**src/rtl/fp_rbus_pkg.sv**
```systemverilog
package fp_rbus_pkg;

    localparam int LAT_W      = 4;
    localparam int LAT_ADD    = 2;
    localparam int LAT_MUL_N  = 3;
    localparam int LAT_MUL_U  = 4;
    localparam int LAT_DIV_S  = 9;
    localparam int LAT_DIV_L  = 12;

    typedef enum logic [1:0] {
        SRC_NONE = 2'd0,
        SRC_LD   = 2'd1,
        SRC_ADD  = 2'd2,
        SRC_MUL  = 2'd3
    } src_code_e;

    typedef enum logic [1:0] {
        UNIT_IDLE,
        UNIT_EXEC,
        UNIT_RESULT
    } unit_st_e;

    typedef enum logic [1:0] {
        BUS_NONE,
        BUS_LD,
        BUS_ADD,
        BUS_MUL
    } bus_st_e;

    typedef enum logic [2:0] {
        BR_EMPTY,
        BR_DECODED,
        BR_FILLED,
        BR_DELAY,
        BR_RELEASE
    } buf_st_e;

    function automatic logic [LAT_W-1:0] mul_latency(input logic [1:0] op);
        logic [LAT_W-1:0] lat;
        unique case (op)
            2'd0:    lat = LAT_W'(LAT_MUL_N);
            2'd1:    lat = LAT_W'(LAT_MUL_U);
            2'd2:    lat = LAT_W'(LAT_DIV_S);
            default: lat = LAT_W'(LAT_DIV_L);
        endcase
        return lat;
    endfunction

endpackage

```
**src/rtl/fp_pick.sv**
```systemverilog
module fp_pick #(
    parameter int N     = 3,
    parameter int TAG_W = 4
) (
    input  logic [N-1:0]       dec,
    input  logic [N-1:0]       rdy,
    input  logic [N*TAG_W-1:0] age,
    input  logic               en,
    output logic [N-1:0]       grant,
    output logic [TAG_W-1:0]   sel_age
);
    localparam int IDX_W = (N > 1) ? $clog2(N) : 1;

    logic [N-1:0]       elig;
    logic               found;
    logic [TAG_W-1:0]   best;
    logic [IDX_W-1:0]   best_idx;

    assign elig = dec & rdy;

    always_comb begin
        found    = 1'b0;
        best     = '0;
        best_idx = '0;
        for (int i = 0; i < N; i++) begin
            if (elig[i] && (!found || (age[i*TAG_W +: TAG_W] < best))) begin
                found    = 1'b1;
                best     = age[i*TAG_W +: TAG_W];
                best_idx = IDX_W'(i);
            end
        end
        for (int i = 0; i < N; i++) begin
            grant[i] = en && found && (best_idx == IDX_W'(i));
        end
    end

    assign sel_age = best;

endmodule

```
**src/rtl/fp_unit.sv**
```systemverilog
module fp_unit
    import fp_rbus_pkg::*;
#(
    parameter int TAG_W = 4
) (
    input  logic             clk,
    input  logic             rst_n,
    input  logic             start,
    input  logic [LAT_W-1:0] lat,
    input  logic [TAG_W-1:0] tag_in,
    input  logic             gnt,
    output logic             idle,
    output logic             req,
    output logic [TAG_W-1:0] tag_out
);
    unit_st_e         st_q, st_d;
    logic [LAT_W-1:0] cnt_q;
    logic [TAG_W-1:0] tag_q;

    always_ff @(posedge clk) begin
        if (!rst_n) begin
            st_q <= UNIT_IDLE;
        end else begin
            st_q <= st_d;
        end
    end

    always_ff @(posedge clk) begin
        if (!rst_n) begin
            cnt_q <= '0;
            tag_q <= '0;
        end else if (st_q == UNIT_IDLE && start) begin
            cnt_q <= lat - LAT_W'(1);
            tag_q <= tag_in;
        end else if (st_q == UNIT_EXEC) begin
            cnt_q <= cnt_q - LAT_W'(1);
        end
    end

    always_comb begin
        st_d = st_q;
        unique case (st_q)
            UNIT_IDLE:   if (start) st_d = UNIT_EXEC;
            UNIT_EXEC:   if (cnt_q <= LAT_W'(1)) st_d = UNIT_RESULT;
            UNIT_RESULT: if (gnt) st_d = UNIT_IDLE;
            default:     st_d = UNIT_IDLE;
        endcase
    end

    always_comb begin
        idle    = (st_q == UNIT_IDLE);
        req     = (st_q == UNIT_RESULT);
        tag_out = tag_q;
    end

endmodule

```
**src/rtl/fp_busarb.sv**
```systemverilog
module fp_busarb
    import fp_rbus_pkg::*;
#(
    parameter int TAG_W = 4
) (
    input  logic             clk,
    input  logic             rst_n,
    input  logic             ld_req,
    input  logic [TAG_W-1:0] ld_tag,
    input  logic             ld_test,
    input  logic             add_req,
    input  logic [TAG_W-1:0] add_tag,
    input  logic             mul_req,
    input  logic [TAG_W-1:0] mul_tag,
    output logic             add_gnt,
    output logic             mul_gnt,
    output logic             bus_valid,
    output logic [TAG_W-1:0] bus_tag,
    output logic [1:0]       bus_src,
    output logic             cc_valid
);
    bus_st_e          st_q, st_d;
    logic [TAG_W-1:0] tag_q, tag_d;
    logic             test_q;

    always_comb begin
        if (ld_req)       st_d = BUS_LD;
        else if (add_req) st_d = BUS_ADD;
        else if (mul_req) st_d = BUS_MUL;
        else              st_d = BUS_NONE;
    end

    always_comb begin
        unique case (st_d)
            BUS_LD:  tag_d = ld_tag;
            BUS_ADD: tag_d = add_tag;
            BUS_MUL: tag_d = mul_tag;
            default: tag_d = '0;
        endcase
    end

    always_ff @(posedge clk) begin
        if (!rst_n) begin
            st_q   <= BUS_NONE;
            tag_q  <= '0;
            test_q <= 1'b0;
        end else begin
            st_q   <= st_d;
            tag_q  <= tag_d;
            test_q <= ld_req && ld_test;
        end
    end

    always_comb begin
        add_gnt   = (st_d == BUS_ADD);
        mul_gnt   = (st_d == BUS_MUL);
        bus_tag   = tag_q;
        cc_valid  = 1'b0;
        unique case (st_q)
            BUS_NONE: begin
                bus_valid = 1'b0;
                bus_src   = SRC_NONE;
            end
            BUS_LD: begin
                bus_valid = 1'b1;
                bus_src   = SRC_LD;
                cc_valid  = test_q;
            end
            BUS_ADD: begin
                bus_valid = 1'b1;
                bus_src   = SRC_ADD;
            end
            default: begin
                bus_valid = 1'b1;
                bus_src   = SRC_MUL;
            end
        endcase
    end

endmodule

```
**src/rtl/fp_bufrel.sv**
```systemverilog
module fp_bufrel
    import fp_rbus_pkg::*;
(
    input  logic clk,
    input  logic rst_n,
    input  logic dec_ev,
    input  logic fill_ev,
    output logic free
);
    buf_st_e st_q, st_d;

    always_ff @(posedge clk) begin
        if (!rst_n) begin
            st_q <= BR_EMPTY;
        end else begin
            st_q <= st_d;
        end
    end

    always_comb begin
        st_d = st_q;
        unique case (st_q)
            BR_EMPTY: begin
                if (fill_ev && dec_ev) st_d = BR_RELEASE;
                else if (dec_ev)       st_d = BR_DECODED;
                else if (fill_ev)      st_d = BR_FILLED;
            end
            BR_DECODED: if (fill_ev) st_d = BR_RELEASE;
            BR_FILLED:  if (dec_ev)  st_d = BR_DELAY;
            BR_DELAY:   st_d = BR_RELEASE;
            BR_RELEASE: st_d = BR_EMPTY;
            default:    st_d = BR_EMPTY;
        endcase
    end

    always_comb begin
        free = (st_q == BR_RELEASE);
    end

endmodule

```
**src/rtl/fp_rbus_sched.sv**
```systemverilog
module fp_rbus_sched
    import fp_rbus_pkg::*;
#(
    parameter int NA    = 3,
    parameter int NM    = 2,
    parameter int NB    = 4,
    parameter int TAG_W = 4
) (
    input  logic                clk,
    input  logic                rst_n,
    input  logic [NA-1:0]       add_dec,
    input  logic [NA-1:0]       add_rdy,
    input  logic [NA*TAG_W-1:0] add_age,
    input  logic [NM-1:0]       mul_dec,
    input  logic [NM-1:0]       mul_rdy,
    input  logic [NM*TAG_W-1:0] mul_age,
    input  logic [NM*2-1:0]     mul_op,
    input  logic                ld_req,
    input  logic [TAG_W-1:0]    ld_tag,
    input  logic                ld_test,
    input  logic [NB-1:0]       buf_dec,
    input  logic [NB-1:0]       buf_fill,
    output logic [NA-1:0]       add_start,
    output logic [NM-1:0]       mul_start,
    output logic                wake_add,
    output logic                wake_mul,
    output logic                bus_valid,
    output logic [TAG_W-1:0]    bus_tag,
    output logic [1:0]          bus_src,
    output logic                cc_valid,
    output logic [NB-1:0]       buf_free
);
    logic             add_idle, mul_idle;
    logic             add_req, mul_req;
    logic [TAG_W-1:0] add_sel_age, mul_sel_age;
    logic [TAG_W-1:0] add_res_tag, mul_res_tag;
    logic [1:0]       mul_sel_op;
    logic [LAT_W-1:0] mul_lat;

    fp_pick #(.N(NA), .TAG_W(TAG_W)) i_add_pick (
        .dec     (add_dec),
        .rdy     (add_rdy),
        .age     (add_age),
        .en      (add_idle),
        .grant   (add_start),
        .sel_age (add_sel_age)
    );

    fp_pick #(.N(NM), .TAG_W(TAG_W)) i_mul_pick (
        .dec     (mul_dec),
        .rdy     (mul_rdy),
        .age     (mul_age),
        .en      (mul_idle),
        .grant   (mul_start),
        .sel_age (mul_sel_age)
    );

    always_comb begin
        mul_sel_op = 2'd0;
        for (int j = 0; j < NM; j++) begin
            if (mul_start[j]) mul_sel_op = mul_op[j*2 +: 2];
        end
        mul_lat = mul_latency(mul_sel_op);
    end

    fp_unit #(.TAG_W(TAG_W)) i_add_unit (
        .clk     (clk),
        .rst_n   (rst_n),
        .start   (|add_start),
        .lat     (LAT_W'(LAT_ADD)),
        .tag_in  (add_sel_age),
        .gnt     (wake_add),
        .idle    (add_idle),
        .req     (add_req),
        .tag_out (add_res_tag)
    );

    fp_unit #(.TAG_W(TAG_W)) i_mul_unit (
        .clk     (clk),
        .rst_n   (rst_n),
        .start   (|mul_start),
        .lat     (mul_lat),
        .tag_in  (mul_sel_age),
        .gnt     (wake_mul),
        .idle    (mul_idle),
        .req     (mul_req),
        .tag_out (mul_res_tag)
    );

    fp_busarb #(.TAG_W(TAG_W)) i_arb (
        .clk       (clk),
        .rst_n     (rst_n),
        .ld_req    (ld_req),
        .ld_tag    (ld_tag),
        .ld_test   (ld_test),
        .add_req   (add_req),
        .add_tag   (add_res_tag),
        .mul_req   (mul_req),
        .mul_tag   (mul_res_tag),
        .add_gnt   (wake_add),
        .mul_gnt   (wake_mul),
        .bus_valid (bus_valid),
        .bus_tag   (bus_tag),
        .bus_src   (bus_src),
        .cc_valid  (cc_valid)
    );

    for (genvar b = 0; b < NB; b++) begin : g_buf
        fp_bufrel i_rel (
            .clk     (clk),
            .rst_n   (rst_n),
            .dec_ev  (buf_dec[b]),
            .fill_ev (buf_fill[b]),
            .free    (buf_free[b])
        );
    end

endmodule

```
**config.mk**
```make
export PLATFORM = sky130hd
export DESIGN_NAME = fp_rbus_sched
export DESIGN_NICKNAME = d
export VERILOG_FILES = /design/src/rtl/fp_rbus_pkg.sv /design/src/rtl/fp_pick.sv /design/src/rtl/fp_unit.sv /design/src/rtl/fp_busarb.sv /design/src/rtl/fp_bufrel.sv /design/src/rtl/fp_rbus_sched.sv
export SDC_FILE = /design/constraint.sdc
export NUM_CORES = 1
export LEC_CHECK = 0
export BUFFER_PORTS_ARGS = -buffer_cell sky130_fd_sc_hd__buf_4
export CAP_MARGIN = 20
export CORE_UTILIZATION = 55
export DETAILED_ROUTE_END_ITERATION = 8
export GPL_TIMING_DRIVEN = 0
export PLACE_DENSITY = 0.84
export SKIP_CTS_REPAIR_TIMING = 1
export SYNTH_ARGS = -nofsm -noshare
export SYNTH_HDL_FRONTEND = slang
export SYNTH_SLANG_ARGS = --single-unit
```
**constraint.sdc**
```tcl
create_clock -name clk -period 6.47 [get_ports clk]
set_input_delay 0.3235 -clock clk [delete_from_list [all_inputs] [get_ports clk]]
set_output_delay 0.3235 -clock clk [all_outputs]
set_load 0.03 [all_outputs]
```
# After elaboration in Yosys (flattened, before gate mapping)
# Index checks and enable logic that the tools add are counted.
[classes]
muxes = 59
add_sub_neg = 3
bitwise = 4
n_lt_le_gt_ge = 5
n_reduce_logical = 43
eq_ne = 47
[ops]
columns = ["operator", "count"]
rows = [
  ["3-bit two-way mux", 20],
  ["3-bit case mux with 4 select lines", 4],
  ["4-bit two-way mux", 7],
  ["3-bit by 2-bit equality test with 1-bit output (second input constant)", 8],
  ["2-bit two-way mux", 12],
  ["2-bit != test (second input constant)", 12],
  ["4-bit case mux with 3 select lines", 2],
  ["2-bit case mux with 3 select lines", 3],
  ["3-bit AND reduction", 6],
  ["1-bit logical AND", 17],
  ["4-bit by 3-bit != test with 1-bit output (second input constant)", 4],
  ["2-bit equality test (second input constant)", 7],
  ["2-bit by 1-bit equality test with 1-bit output (second input constant)", 6],
  ["3-bit by 1-bit equality test with 1-bit output (second input constant)", 4],
  ["3-bit equality test (second input constant)", 4],
  ["3-bit zero test", 4],
  ["4-bit < comparator", 3],
  ["4-bit by 1-bit subtractor with 4-bit output (second input constant)", 3],
  ["1-bit two-way mux", 11],
  ["2-bit zero test", 5],
  ["4-bit by 1-bit <= comparator with 1-bit output (second input constant)", 2],
  ["2-bit by 1-bit != test with 1-bit output (second input constant)", 2],
  ["2-bit nonzero test", 2],
  ["2-bit OR reduction", 2],
  ["other kinds (6)", 11],
]
[totals]
output_inout_bits = 19
inputBits = 50
elab_cells = 175
reg_bits = 39

# Longest topological paths before layout
# Gate-level depths: netlist (run 1).
[logic_depth]
depth_word = 15
mapped_depth = 14
mapped_depth_nobuf = 14

# Hierarchy
# From an unflattened synthesis (run 1), not the netlist that was laid out.
[hier_totals]
hier_cells = 330
hier_area_um2 = 2914.0
[modules_own_cells]
columns = ["mod", "seq_area_each_um2", "cells_each", "n_inst", "area_each_um2"]
rows = [
  ["fp_unit", 200.2, 67, 2, 555.5],
  ["fp_bufrel", 60.1, 15, 4, 157.7],
  ["fp_pick (i_add_pick)", 0.0, 59, 1, 495.5],
  ["fp_busarb", 140.1, 37, 1, 385.4],
  ["fp_pick (i_mul_pick)", 0.0, 26, 1, 221.5],
  ["fp_rbus_sched", 0.0, 14, 1, 70.1],
]

# Worst setup path after synthesis (run 1)
# OpenSTA, ideal clock, no wires.
[synth_path]
path_type = "input-to-output"
from = "input add_dec[0]"
to = "output add_start[1]"
arrival_ns = 3.033
path_stages = 12
path_buffers = 0
path_slack_ns = 3.113
t_required_ns = 6.147
path_cell_list = "and2_1 nand2_1 ha_1 o21ai_0 o2bb2ai_1 a31oi_1 mux2_2 ha_1 o211ai_1 o31ai_2 nand2_1 nor2_1"
[synth_via]
elab_chain_len = 12
elab_cells_between_ends = 19
cone_classes = "2 x order compare; 1 x eq/ne; 7 x mux; 1 x bitwise; 8 x reduce/logical"
[synth_lines]
columns = ["item", "line", "source"]
rows = [
  ["from (decl)", "fp_rbus_sched.sv:11", "input logic [NA-1:0] add_dec,"],
  ["3-bit AND (*)", "fp_pick.sv:19", "assign elig = dec & rdy;"],
  ["4-bit two-way mux / 1-bit two-way mux (equally long branches)", "fp_pick.sv:26", "if (elig[i] && (!found || (age[i*TAG_W +: TAG_W] < best))) begin"],
  ["4-bit < comparator / 1-bit zero test (equally long branches)", "fp_pick.sv:26", ""],
  ["1-bit logical OR", "fp_pick.sv:26", ""],
  ["1-bit logical AND", "fp_pick.sv:26", ""],
  ["4-bit two-way mux / 1-bit two-way mux (equally long branches)", "fp_pick.sv:26", ""],
  ["4-bit < comparator / 1-bit zero test (equally long branches)", "fp_pick.sv:26", ""],
  ["1-bit logical OR", "fp_pick.sv:26", ""],
  ["1-bit logical AND", "fp_pick.sv:26", ""],
  ["2-bit two-way mux / 1-bit two-way mux (equally long branches)", "fp_pick.sv:26", ""],
  ["2-bit by 1-bit equality test with 1-bit output / 1-bit logical AND (equally long branches)", "fp_pick.sv:33", "grant[i] = en && found && (best_idx == IDX_W'(i));"],
  ["1-bit logical AND (*)", "fp_pick.sv:33", ""],
  ["to (decl)", "fp_rbus_sched.sv:23", "output logic [NA-1:0] add_start,"],
]
# Mark *: on every way between the ends. The rest lies on a longest branch, timed or not.

# Final worst setup path (run 1)
[layout_path]
from = "input add_dec[0]"
to = "output add_start[0]"
[layout_via]
elab_chain_len = 12
elab_cells_between_ends = 19
cone_classes = "2 x order compare; 7 x mux; 1 x bitwise; 9 x reduce/logical"
[layout_lines]
columns = ["item", "line"]
rows = [
  ["3-bit AND (*)", "fp_pick.sv:19"],
  ["4-bit two-way mux / 1-bit two-way mux (equally long branches)", "fp_pick.sv:26"],
  ["4-bit < comparator / 1-bit zero test (equally long branches)", "fp_pick.sv:26"],
  ["1-bit logical OR", "fp_pick.sv:26"],
  ["1-bit logical AND", "fp_pick.sv:26"],
  ["4-bit two-way mux / 1-bit two-way mux (equally long branches)", "fp_pick.sv:26"],
  ["4-bit < comparator / 1-bit zero test (equally long branches)", "fp_pick.sv:26"],
  ["1-bit logical OR", "fp_pick.sv:26"],
  ["1-bit logical AND", "fp_pick.sv:26"],
  ["2-bit two-way mux / 1-bit two-way mux (equally long branches)", "fp_pick.sv:26"],
  ["2-bit zero test / 1-bit logical AND (equally long branches)", "fp_pick.sv:33"],
  ["1-bit logical AND (*)", "fp_pick.sv:33"],
]
# Marked as above.

==> key figures, run 1 <==
Yosys
  • Post-synth EDFFs: 0
  • Syn Nets: 350
  • Ys Warns: 0
  • Largest cells by area after synthesis: dfxtp_1 (34%), ha_1 (7.0%), nor2_1 (4.9%), a21oi_1 (4.5%), nand2_1 (4.0%)
  • Post-synthesis sequential area ratio: 33.7%
  • Unique masters post-synth: 47
  • Top_reg_cell synth: dfxtp_1
  • Cells after Synth: 287
  • Synth area leader: dfxtp_1
  • #FFs+latches synth: 39
  • Share of the synthesized area in the top cell type: 33.7%
  • Mapped Area: 0.00232 mm^2
  • FFs w/ async S/R, synth: 0%
  • Avg Cell Area, Syn: 8.08 um^2

Floorplanning
  • Core outline area: 0.00403 mm^2
  • Die span in x: 66.9 um
  • Initial Utilization: 57.5%
  • Core Rows: 23
  • Die Footprint: 0.00448 mm^2
  • Die Y: 66.9 um
  • Num ports: 69

Min path
  • Class of the worst hold path: in2reg
  • Hold endpoint: i_arb.bus_tag[0]$_SDFF_PN0_
  • Cells on Worst Hold Path: 3
  • Hold wc startpoint: ld_tag[0]

STA
  • Slew @ Worst Pin: 618 ps
  • Max Fclk: 268 MHz
  • Final setup TNS: 0 ps
  • Worst clock skew: 5.15 ps
  • Minimum clock period: 3730 ps
  • Rel. slew slack: 58.5%
  • Setup violators final: 0
  • Post-route clock period utilization: 57.7%
  • Pins Over Slew Limit: 0
  • RSZ-0062 raised after global routing: no
  • Final Hold Vio Count: 0

Global routing
  • Residual overflow from global routing: 0
  • GRT Total Usage: 25.3%
  • First-pass GRT wire length: 8690 um
  • Initial antenna violation count: 0
  • Largest net degree at the start of global routing: 12
  • Vias in the first global route: 2036

Power
  • Gate power share: 31.4%
  • Pleak: 1.27 nW
  • Pwr per Cell Area: 216 mW/mm^2
  • Sw Pwr: 0.211 mW
  • Max VDD drop: 0.163 mV
  • Sw frac: 32.9%
  • Power, Total: 0.641 mW
  • Clock power share: 24.3%
  • Internal: 0.430 mW
  • Sequential Power Share: 44.3%

Worst setup path
  • Reg2Reg Launch Point: i_mul_unit.st_q[1]$_SDFFE_PN0P_
  • Crit path cell chain: buf_4 > and2_1 > nand2_1 > ha_1 > o21ai_0 > o2bb2ai_1 > a31oi_1 > mux2_2 > ha_1 > o211ai_1 > o31ai_2 > and3_1 > buf_4
  • RR Endpoint: i_mul_unit.cnt_q[1]$_SDFFE_PN0P_
  • Crit-path max FO: 5
  • Max stage delay on crit path: 440 ps
  • FF-to-FF path depth: 5
  • Critical path class: in2out
  • Crit start category: input pin
  • Crit path required time: 6150 ps
  • Flop-to-flop setup slack: 4870 ps
  • CP max-delay cell: a31oi_1
  • CP Data Arrival Time: 3410 ps
  • CP top delay family: compound AO/OA/AOI/OAI gates
  • Crit end category: output port
  • Crit path buf inv count: 2

Job
  • Maxcap violations: 0

Route
  • DRT Pass-1 Iters: 5
  • Routed vias: 2314
  • Drt drc: 0
  • Remaining antenna violation count after routing: 0
  • WL final: 5500 um
  • Detailed Route Iter0 Violations: 135
  • Routed len/inst: 13.3 um
  • DR vias/cell: 5.60

Clock network
  • Clock transition at path regs: 70 ps
  • Clock sink count: 39
  • CTS Buffer Depth: 2
  • Total CTS buffers: 5
  • Worst-skew pair later-pin latency: 290 ps
  • CTS tree: done
  • Clk root buf: clkbuf_8
  • CTS HTree Levels: 2

Placed design
  • HPWL after detailed placement: 4280 um
  • Final Wtd Congestion: 0.871
  • Port buffer count: 68

Cells and area
  • Layout area overhead: 28.2%
  • Nets: 425
  • Antenna diodes: 0
  • Share of cells above drive strength 1: 24.0%

Run status
  • Outcome: complete, no violations
==> logic make-up after synthesis <==
kind of cell	after synthesis	synth area share, %
and+or+nand+nor	111	24.6
AOI/OAI and AO/OA	87	26.2
DFF	39	33.7
buffers and inverters	30	5.50
adders and majority gates	13	7.02
xor gates and xnor gates	4	1.51
muxes	3	1.46
==> cell type report <==
class / count / area, um^2
Buffer: 12 / 60.1
Clock buffer: 7 / 76.3
Clock inverter: 1 / 5.00
Fill cell: 338 / 1060
Inverter: 18 / 67.6
Multi-Input combinational cell: 218 / 1410
Sequential cell: 39 / 781
Tap cell: 50 / 62.6
Timing Repair Buffer: 68 / 510
==> worst min-delay path, stage by stage <==
cell	delay [ps]
buf_4	80
a21oi_1	50
nor2_1	70
==> per-stage QoR <==
| stage | instances | hold slack, ps | utilization (%) | setup WS (ps) | area, um^2 |
|---|---|---|---|---|---|
| floorplan | 287 | 455 | - | 3110 | 2320 |
| global placement | 405 | 474 | 71.8 | 2830 | 2890 |
| detailed placement | 405 | 478 | 71.8 | 2740 | 2890 |
| CTS | 413 | 269 | 73.8 | 2740 | 2970 |
| global route | 413 | 282 | 73.8 | 2460 | 2970 |
| finish | 413 | 271 | 73.8 | 2740 | 2970 |
==> registers in the layout, indices dropped and copies added, names as in the netlist <==
register and count:
g_buf.i_rel.st_q 12, i_add_unit.cnt_q 4, i_add_unit.st_q 2, i_add_unit.tag_out 4
i_arb.bus_tag 4, i_arb.st_q 2, i_arb.test_q 1, i_mul_unit.cnt_q 4
i_mul_unit.st_q 2, i_mul_unit.tag_out 4
==> cells in the mapped netlist (5+ instances only) <==
cell type and number:
a211oi_1 10, a21oi_1 21, a22oi_1 6, a32oi_1 6, and3_1 5, clkbuf_1 7, dfxtp_1 39, ha_1 13
inv_1 18, nand2_1 25, nand2b_1 9, nand3_1 5, nor2_1 30, nor2b_1 5, nor3_1 9, nor3b_1 8
o21ai_0 17
==> how the worst max path moves through the flow <==
stage	startpoint	end	slack, ps	cells past startpoint
after floorplan	add_dec[0]	add_start[1]	3110	12
after global placement	add_dec[0]	add_start[0]	2830	14
after detailed placement	add_dec[0]	add_start[0]	2740	13
after CTS	add_dec[0]	add_start[0]	2740	13
after global routing	add_dec[0]	add_start[0]	2460	14
final	add_dec[0]	add_start[0]	2740	13
==> power groups by stage <==
stage	clock network, mW	logic [mW]	registers, mW
after floorplan	0	0.133	0.286
after global placement	0	0.194	0.289
after detailed placement	0	0.199	0.289
after CTS	0.158	0.201	0.284
after global routing	0.168	0.223	0.287
final	0.156	0.201	0.284
==> metal layers <==
layer,GRT usage (%),routed length (um)
met5,0,0
met1,32.5,2510
met4,9.04,106
met2,41.9,2600
met3,4.62,291
==> cell usage in the layout (no fill, tap or decap), types with 6 or more instances in the layout <==
master     n
a22oi_1    6
a211oi_1  10
clkbuf_1   9
ha_1      13
a32oi_1    6
buf_4     72
nor3_1     9
o21ai_0   17
inv_1     18
nor2_1    30
a21oi_1   21
nor3b_1    8
nand2_1   25
nand2b_1   9
dfxtp_1   39
Note: power is estimated with default switching activity, not from simulation.
==> run 2, diff against run 1 <==
CORE_UTILIZATION = 52   (was 55)
PLACE_DENSITY = 0.8   (was 0.84)
clock period = 3.9 ns   (was 6.47 ns; I/O delays follow)
==> run 2 against run 1 <==
  * Count of clock-buffer cells in the layout stayed put
  * Sequential power is 66% higher
  * Via count is 1.3% lower
  * Worst setup slack worse by 2300 ps
  * Largest power group unchanged
  * Register-to-register slack worse by 2500 ps
  * First-iteration DRC count is 25% lower
  * Critical path depth is 1 higher
  * Wire length is 4.3% lower
  * Critical endpoint unchanged
  * Largest cell class unchanged
==> key figures, run 2 (same netlist as run 1, synthesis figures left out) <==
Route
  • WL final: 5270 um
  • Routed len/inst: 12.8 um
  • Drt drc: 0
  • DRT Pass-1 Iters: 4
  • Remaining antenna violation count after routing: 0
  • Routed vias: 2285
  • Detailed Route Iter0 Violations: 101
  • DR vias/cell: 5.53

Global routing
  • Vias in the first global route: 1994
  • First-pass GRT wire length: 8180 um
  • Residual overflow from global routing: 0
  • Initial antenna violation count: 0
  • Largest net degree at the start of global routing: 12
  • GRT Total Usage: 23.3%

STA
  • Fin worst setup slack: 430 ps
  • RSZ-0062 raised after global routing: no
  • Rel. slew slack: 56.4%
  • Worst clock skew: 3.68 ps
  • Setup violators final: 0
  • Final Hold Vio Count: 0
  • Post-route clock period utilization: 89.0%
  • Slew @ Worst Pin: 648 ps
  • Max Fclk: 288 MHz
  • Minimum clock period: 3470 ps
  • Pins Over Slew Limit: 0
  • Final setup TNS: 0 ps

Worst setup path
  • Crit-path max FO: 5
  • FF-to-FF path depth: 5
  • Critical path class: in2out
  • Crit start category: input pin
  • RR Endpoint: i_mul_unit.cnt_q[1]$_SDFFE_PN0P_
  • Crit path required time: 3700 ps
  • Reg2Reg Launch Point: i_mul_unit.st_q[1]$_SDFFE_PN0P_
  • CP Data Arrival Time: 3270 ps
  • Crit end category: output port
  • Flop-to-flop setup slack: 2350 ps

Floorplanning
  • Die Y: 68.8 um
  • Num ports: 69
  • Core outline area: 0.00414 mm^2
  • Die span in x: 68.8 um
  • Initial Utilization: 55.9%
  • Die Footprint: 0.00473 mm^2
  • Core Rows: 23

Run status
  • Outcome: complete, no violations

Power
  • Pwr per Cell Area: 357 mW/mm^2
  • Max VDD drop: 0.257 mV
  • Pleak: 1.27 nW

Cells and area
  • Number of flip-flops in the largest register: 12
  • Most flops, register: g_buf.i_rel.st_q
  • Share of cells above drive strength 1: 24.0%
  • Antenna diodes: 0
  • Commonest non-fill, non-tap cell in the layout: buf_4
  • Most frequent cells in the layout: buf_4 (72), dfxtp_1 (39), nor2_1 (30)
  • Nets: 425
  • Layout area overhead: 28.2%
  • Finished Layout Cells: 413

Placed design
  • Port buffer count: 68
  • HPWL after detailed placement: 4220 um
  • Final Wtd Congestion: 0.902
  • Inst Count DP: 405
  • Pre-CTS WS: 491 ps

Clock network
  • CTS HTree Levels: 2
  • Total CTS buffers: 5
  • Clock sink count: 39
  • CTS tree: done
  • Worst-skew pair later-pin latency: 290 ps
  • Clk root buf: clkbuf_8
  • Clock transition at path regs: 70 ps
  • CTS Buffer Depth: 2

Min path
  • Hold endpoint: i_arb.bus_tag[0]$_SDFF_PN0_
  • Class of the worst hold path: in2reg
  • Cells on Worst Hold Path: 3
  • Hold wc startpoint: ld_tag[0]

Job
  • Maxcap violations: 0
-- run 2: cell counts in the layout (fill, tap and decap cells not counted) --
No cell type changed its count.
-- run 2: area by class of cell --
type / count / area (um^2)
Buffer: 12 / 60.1
Timing Repair Buffer: 68 / 510
Tap cell: 50 / 62.6
Multi-Input combinational cell: 218 / 1410
Clock buffer: 7 / 76.3
Sequential cell: 39 / 781
Fill cell: 338 / 1170
Clock inverter: 1 / 5.00
Inverter: 18 / 67.6
-- run 2: how the worst max path moves through the flow --
stage	slack [ps]	depth (start not counted)	to	startpoint
2_1_floorplan	800	12	add_start[1]	add_dec[0]
3_3_place_gp	520	14	add_start[0]	add_dec[0]
3_5_place_dp	490	13	add_start[0]	add_dec[0]
4_1_cts	480	14	add_start[0]	add_dec[0]
5_1_grt	200	14	add_start[0]	add_dec[0]
6_report	430	14	add_start[0]	add_dec[0]
-- run 2: stage by stage --
step / instance area (um^2) / power [mW] / utilization (%) / hold slack, ps
global placement: 2890 / 0.802 / 69.8 / 436
global route: 2970 / 1.13 / 71.7 / 149
CTS: 2970 / 1.07 / 71.7 / 129
floorplan: 2320 / 0.697 / - / 331
detailed placement: 2890 / 0.809 / 69.8 / 433
finish: 2970 / 1.06 / 71.7 / 133
-- run 2: layer usage --
| layer | share of wire [%] | up-vias | track usage [%] |
|---|---|---|---|
| met4 | 1.3 | 0 | 9.44 |
| met2 | 46 | 69 | 38.2 |
| met3 | 7.2 | 7 | 5.43 |
| met1 | 45 | 1014 | 29.3 |
| li1 | - | 1195 | - |
| met5 | 0 | - | 0 |
-- run 2: report_power, final --
part | switching, mW | internal, mW
Sequential | 0.0351 | 0.436
Combinational | 0.179 | 0.152
Clock | 0.132 | 0.125
Total | 0.346 | 0.714
-- run 2: critical path, cell delays in order --
cell,delay [ps]
buf_4,90
and2_1,210
nand2_1,100
ha_1,280
o21ai_0,90
o2bb2ai_1,170
a31oi_1,400
mux2_2,420
inv_1,60
ha_1,260
a211oi_1,420
o31ai_2,200
and3_1,210
buf_4,160
==> run 3, diff against run 2 <==
CELL_PAD_IN_SITES_DETAIL_PLACEMENT = 1   (was unset)
CELL_PAD_IN_SITES_GLOBAL_PLACEMENT = 2   (was unset)
CORE_UTILIZATION = 29   (was 52)
PLACE_DENSITY = unset   (was 0.8)
PLACE_DENSITY_LB_ADDON = 0.1   (was unset)
RECOVER_POWER = 100   (was unset)
==> run 3 against run 2 <==
  * Clock skew rose by 4.7 ps
  * Wire length rose by 18%
  * Critical path depth fell by 1
  * Critical path type unchanged
  * Die area rose by 77%
  * Flip-flop and latch count did not move
==> key figures, run 3 (same netlist as run 1, synthesis figures left out) <==
Floorplanning
  • Die span in x: 91.4 um
  • Core Rows: 32
  • Initial Utilization: 30.0%
  • Die Footprint: 0.00836 mm^2
  • Num ports: 69
  • Core outline area: 0.00773 mm^2
  • Die Y: 91.4 um

Route
  • WL final: 6220 um
  • DR vias/cell: 4.98
  • Detailed Route Iter0 Violations: 55
  • DRT Pass-1 Iters: 4
  • Drt drc: 0
  • Routed len/inst: 13.4 um
  • Remaining antenna violation count after routing: 0
  • Routed vias: 2315

Clock network
  • Clock transition at path regs: 70 ps
  • Clk root buf: clkbuf_8
  • CTS Buffer Depth: 2
  • Total CTS buffers: 5
  • CTS HTree Levels: 2
  • Clock sink count: 39
  • CTS tree: done
  • Worst-skew pair later-pin latency: 290 ps

Min path
  • Cells on Worst Hold Path: 3
  • Hold wc startpoint: ld_tag[1]
  • Hold endpoint: i_arb.bus_tag[1]$_SDFF_PN0_
  • Class of the worst hold path: in2reg

Cells and area
  • Layout area overhead: 28.7%
  • Commonest non-fill, non-tap cell in the layout: buf_4
  • Design Area, Final: 0.00298 mm^2
  • Most flops, register: g_buf.i_rel.st_q
  • Finished Layout Cells: 465
  • Most frequent cells in the layout: buf_4 (52), dfxtp_1 (39), nor2_1 (30)
  • Final core utilization: 38.6%
  • Share of cells above drive strength 1: 18.5%
  • Antenna diodes: 0
  • Number of flip-flops in the largest register: 12
  • Nets: 425

Worst setup path
  • CP top delay family: compound AO/OA/AOI/OAI gates
  • Crit path required time: 3700 ps
  • Crit end category: output port
  • Flop-to-flop setup slack: 1890 ps
  • CP dominant cell by count: ha_1
  • Crit path cell chain: clkbuf_1 > and2_1 > nand2_1 > ha_1 > o21ai_0 > o2bb2ai_1 > a31oi_1 > mux2_1 > ha_1 > o211ai_1 > o31ai_2 > and3_1 > clkbuf_2
  • Critical path class: in2out
  • FF-to-FF path depth: 3
  • Crit path buf inv count: 2
  • CP max-delay cell: o31ai_2
  • Max stage delay on crit path: 440 ps
  • Reg2Reg Launch Point: i_mul_unit.st_q[1]$_SDFFE_PN0P_
  • RR Endpoint: i_mul_unit.tag_out[0]$_SDFFE_PN0P_
  • CP Data Arrival Time: 3340 ps
  • Crit start category: input pin
  • Crit-path max FO: 5

Placed design
  • Inst Count DP: 457
  • Post-DP Area: 0.00296 mm^2
  • Final Wtd Congestion: 0.728
  • Port buffer count: 68
  • HPWL after detailed placement: 5070 um

STA
  • Final Hold Vio Count: 0
  • Setup violators final: 0
  • RSZ-0062 raised after global routing: no
  • Worst clock skew: 8.36 ps
  • Worst hold margin: 139 ps
  • Final setup TNS: 0 ps
  • Minimum clock period: 3530 ps
  • Rel. slew slack: 7.95%
  • Post-route clock period utilization: 90.6%
  • Pins Over Slew Limit: 0
  • Slew @ Worst Pin: 1380 ps
  • Max Fclk: 283 MHz

Global routing
  • GRT Total Usage: 15.9%
  • Vias in the first global route: 2371
  • Largest net degree at the start of global routing: 13
  • First-pass GRT wire length: 11000 um
  • Residual overflow from global routing: 0
  • Initial antenna violation count: 0

Power
  • Internal: 0.784 mW
  • Clock power share: 30.4%
  • Sw Pwr: 0.359 mW
  • Gate power share: 28.3%
  • Pwr per Cell Area: 383 mW/mm^2
  • Max VDD drop: 0.168 mV
  • Sequential Power Share: 41.3%
  • Pleak: 1.22 nW
  • Sw frac: 31.4%

Run status
  • Outcome: complete, no violations

Job
  • Maxcap violations: 0
run 3: changes by cell type in the layout (fill, tap and decap cells not counted), moves of 2 or more:
cell,change
buf_4,-20
clkbuf_1,+16
mux2_2,-2
mux2_1,+2
clkbuf_2,+2
run 3: power groups by stage:
stage	Combinational (mW)	Clock (mW)	Sequential [mW]
CTS	0.344	0.363	0.473
global route	0.367	0.374	0.478
detailed placement	0.341	0	0.482
global placement	0.337	0	0.481
floorplan	0.221	0	0.475
finish	0.324	0.348	0.472
run 3: through the flow:
| stage | total power, mW | setup slack [ps] |
|---|---|---|
| 2_1_floorplan | 0.697 | 800 |
| 3_3_place_gp | 0.818 | 448 |
| 3_5_place_dp | 0.823 | 422 |
| 4_1_cts | 1.18 | 410 |
| 5_1_grt | 1.22 | 83.4 |
| 6_report | 1.14 | 366 |
run 3: worst max-delay path by stage:
stage	from	endpoint	slack [ps]	depth (start not counted)
3_3_place_gp	add_dec[0]	add_start[0]	450	13
3_5_place_dp	add_dec[0]	add_start[0]	420	13
4_1_cts	add_dec[0]	add_start[0]	410	13
2_1_floorplan	add_dec[0]	add_start[1]	800	12
5_1_grt	add_dec[0]	add_start[0]	80	13
6_report	add_dec[0]	add_start[0]	370	13
run 3: cell type report:
class | instances | area, um^2
buffer | 12 | 60.1
clock buffer | 6 | 82.6
clock inverter | 2 | 35.0
fill | 992 | 4740
inverter | 18 | 67.6
multi-input combinational | 218 | 1390
sequential | 39 | 781
tap | 102 | 128
timing repair buffer | 68 | 442
run 3: worst register-to-register path: stages (launching register included):
cell and delay (ps):
dfxtp_1 380, a2111oi_1 1160, a222oi_1 250, nor2_1 150
run 3: routing by layer:
metal  up-vias  track usage [%]  part of all wire (%)  routed length, um
li1       1188                -                     -                  -
met1      1081             20.1                    47               2920
met2        40             27.6                    48               3010
met3         6             2.26                   3.5                217
met4         0             5.16                   1.0                 64
met5         -                0                     0                  0
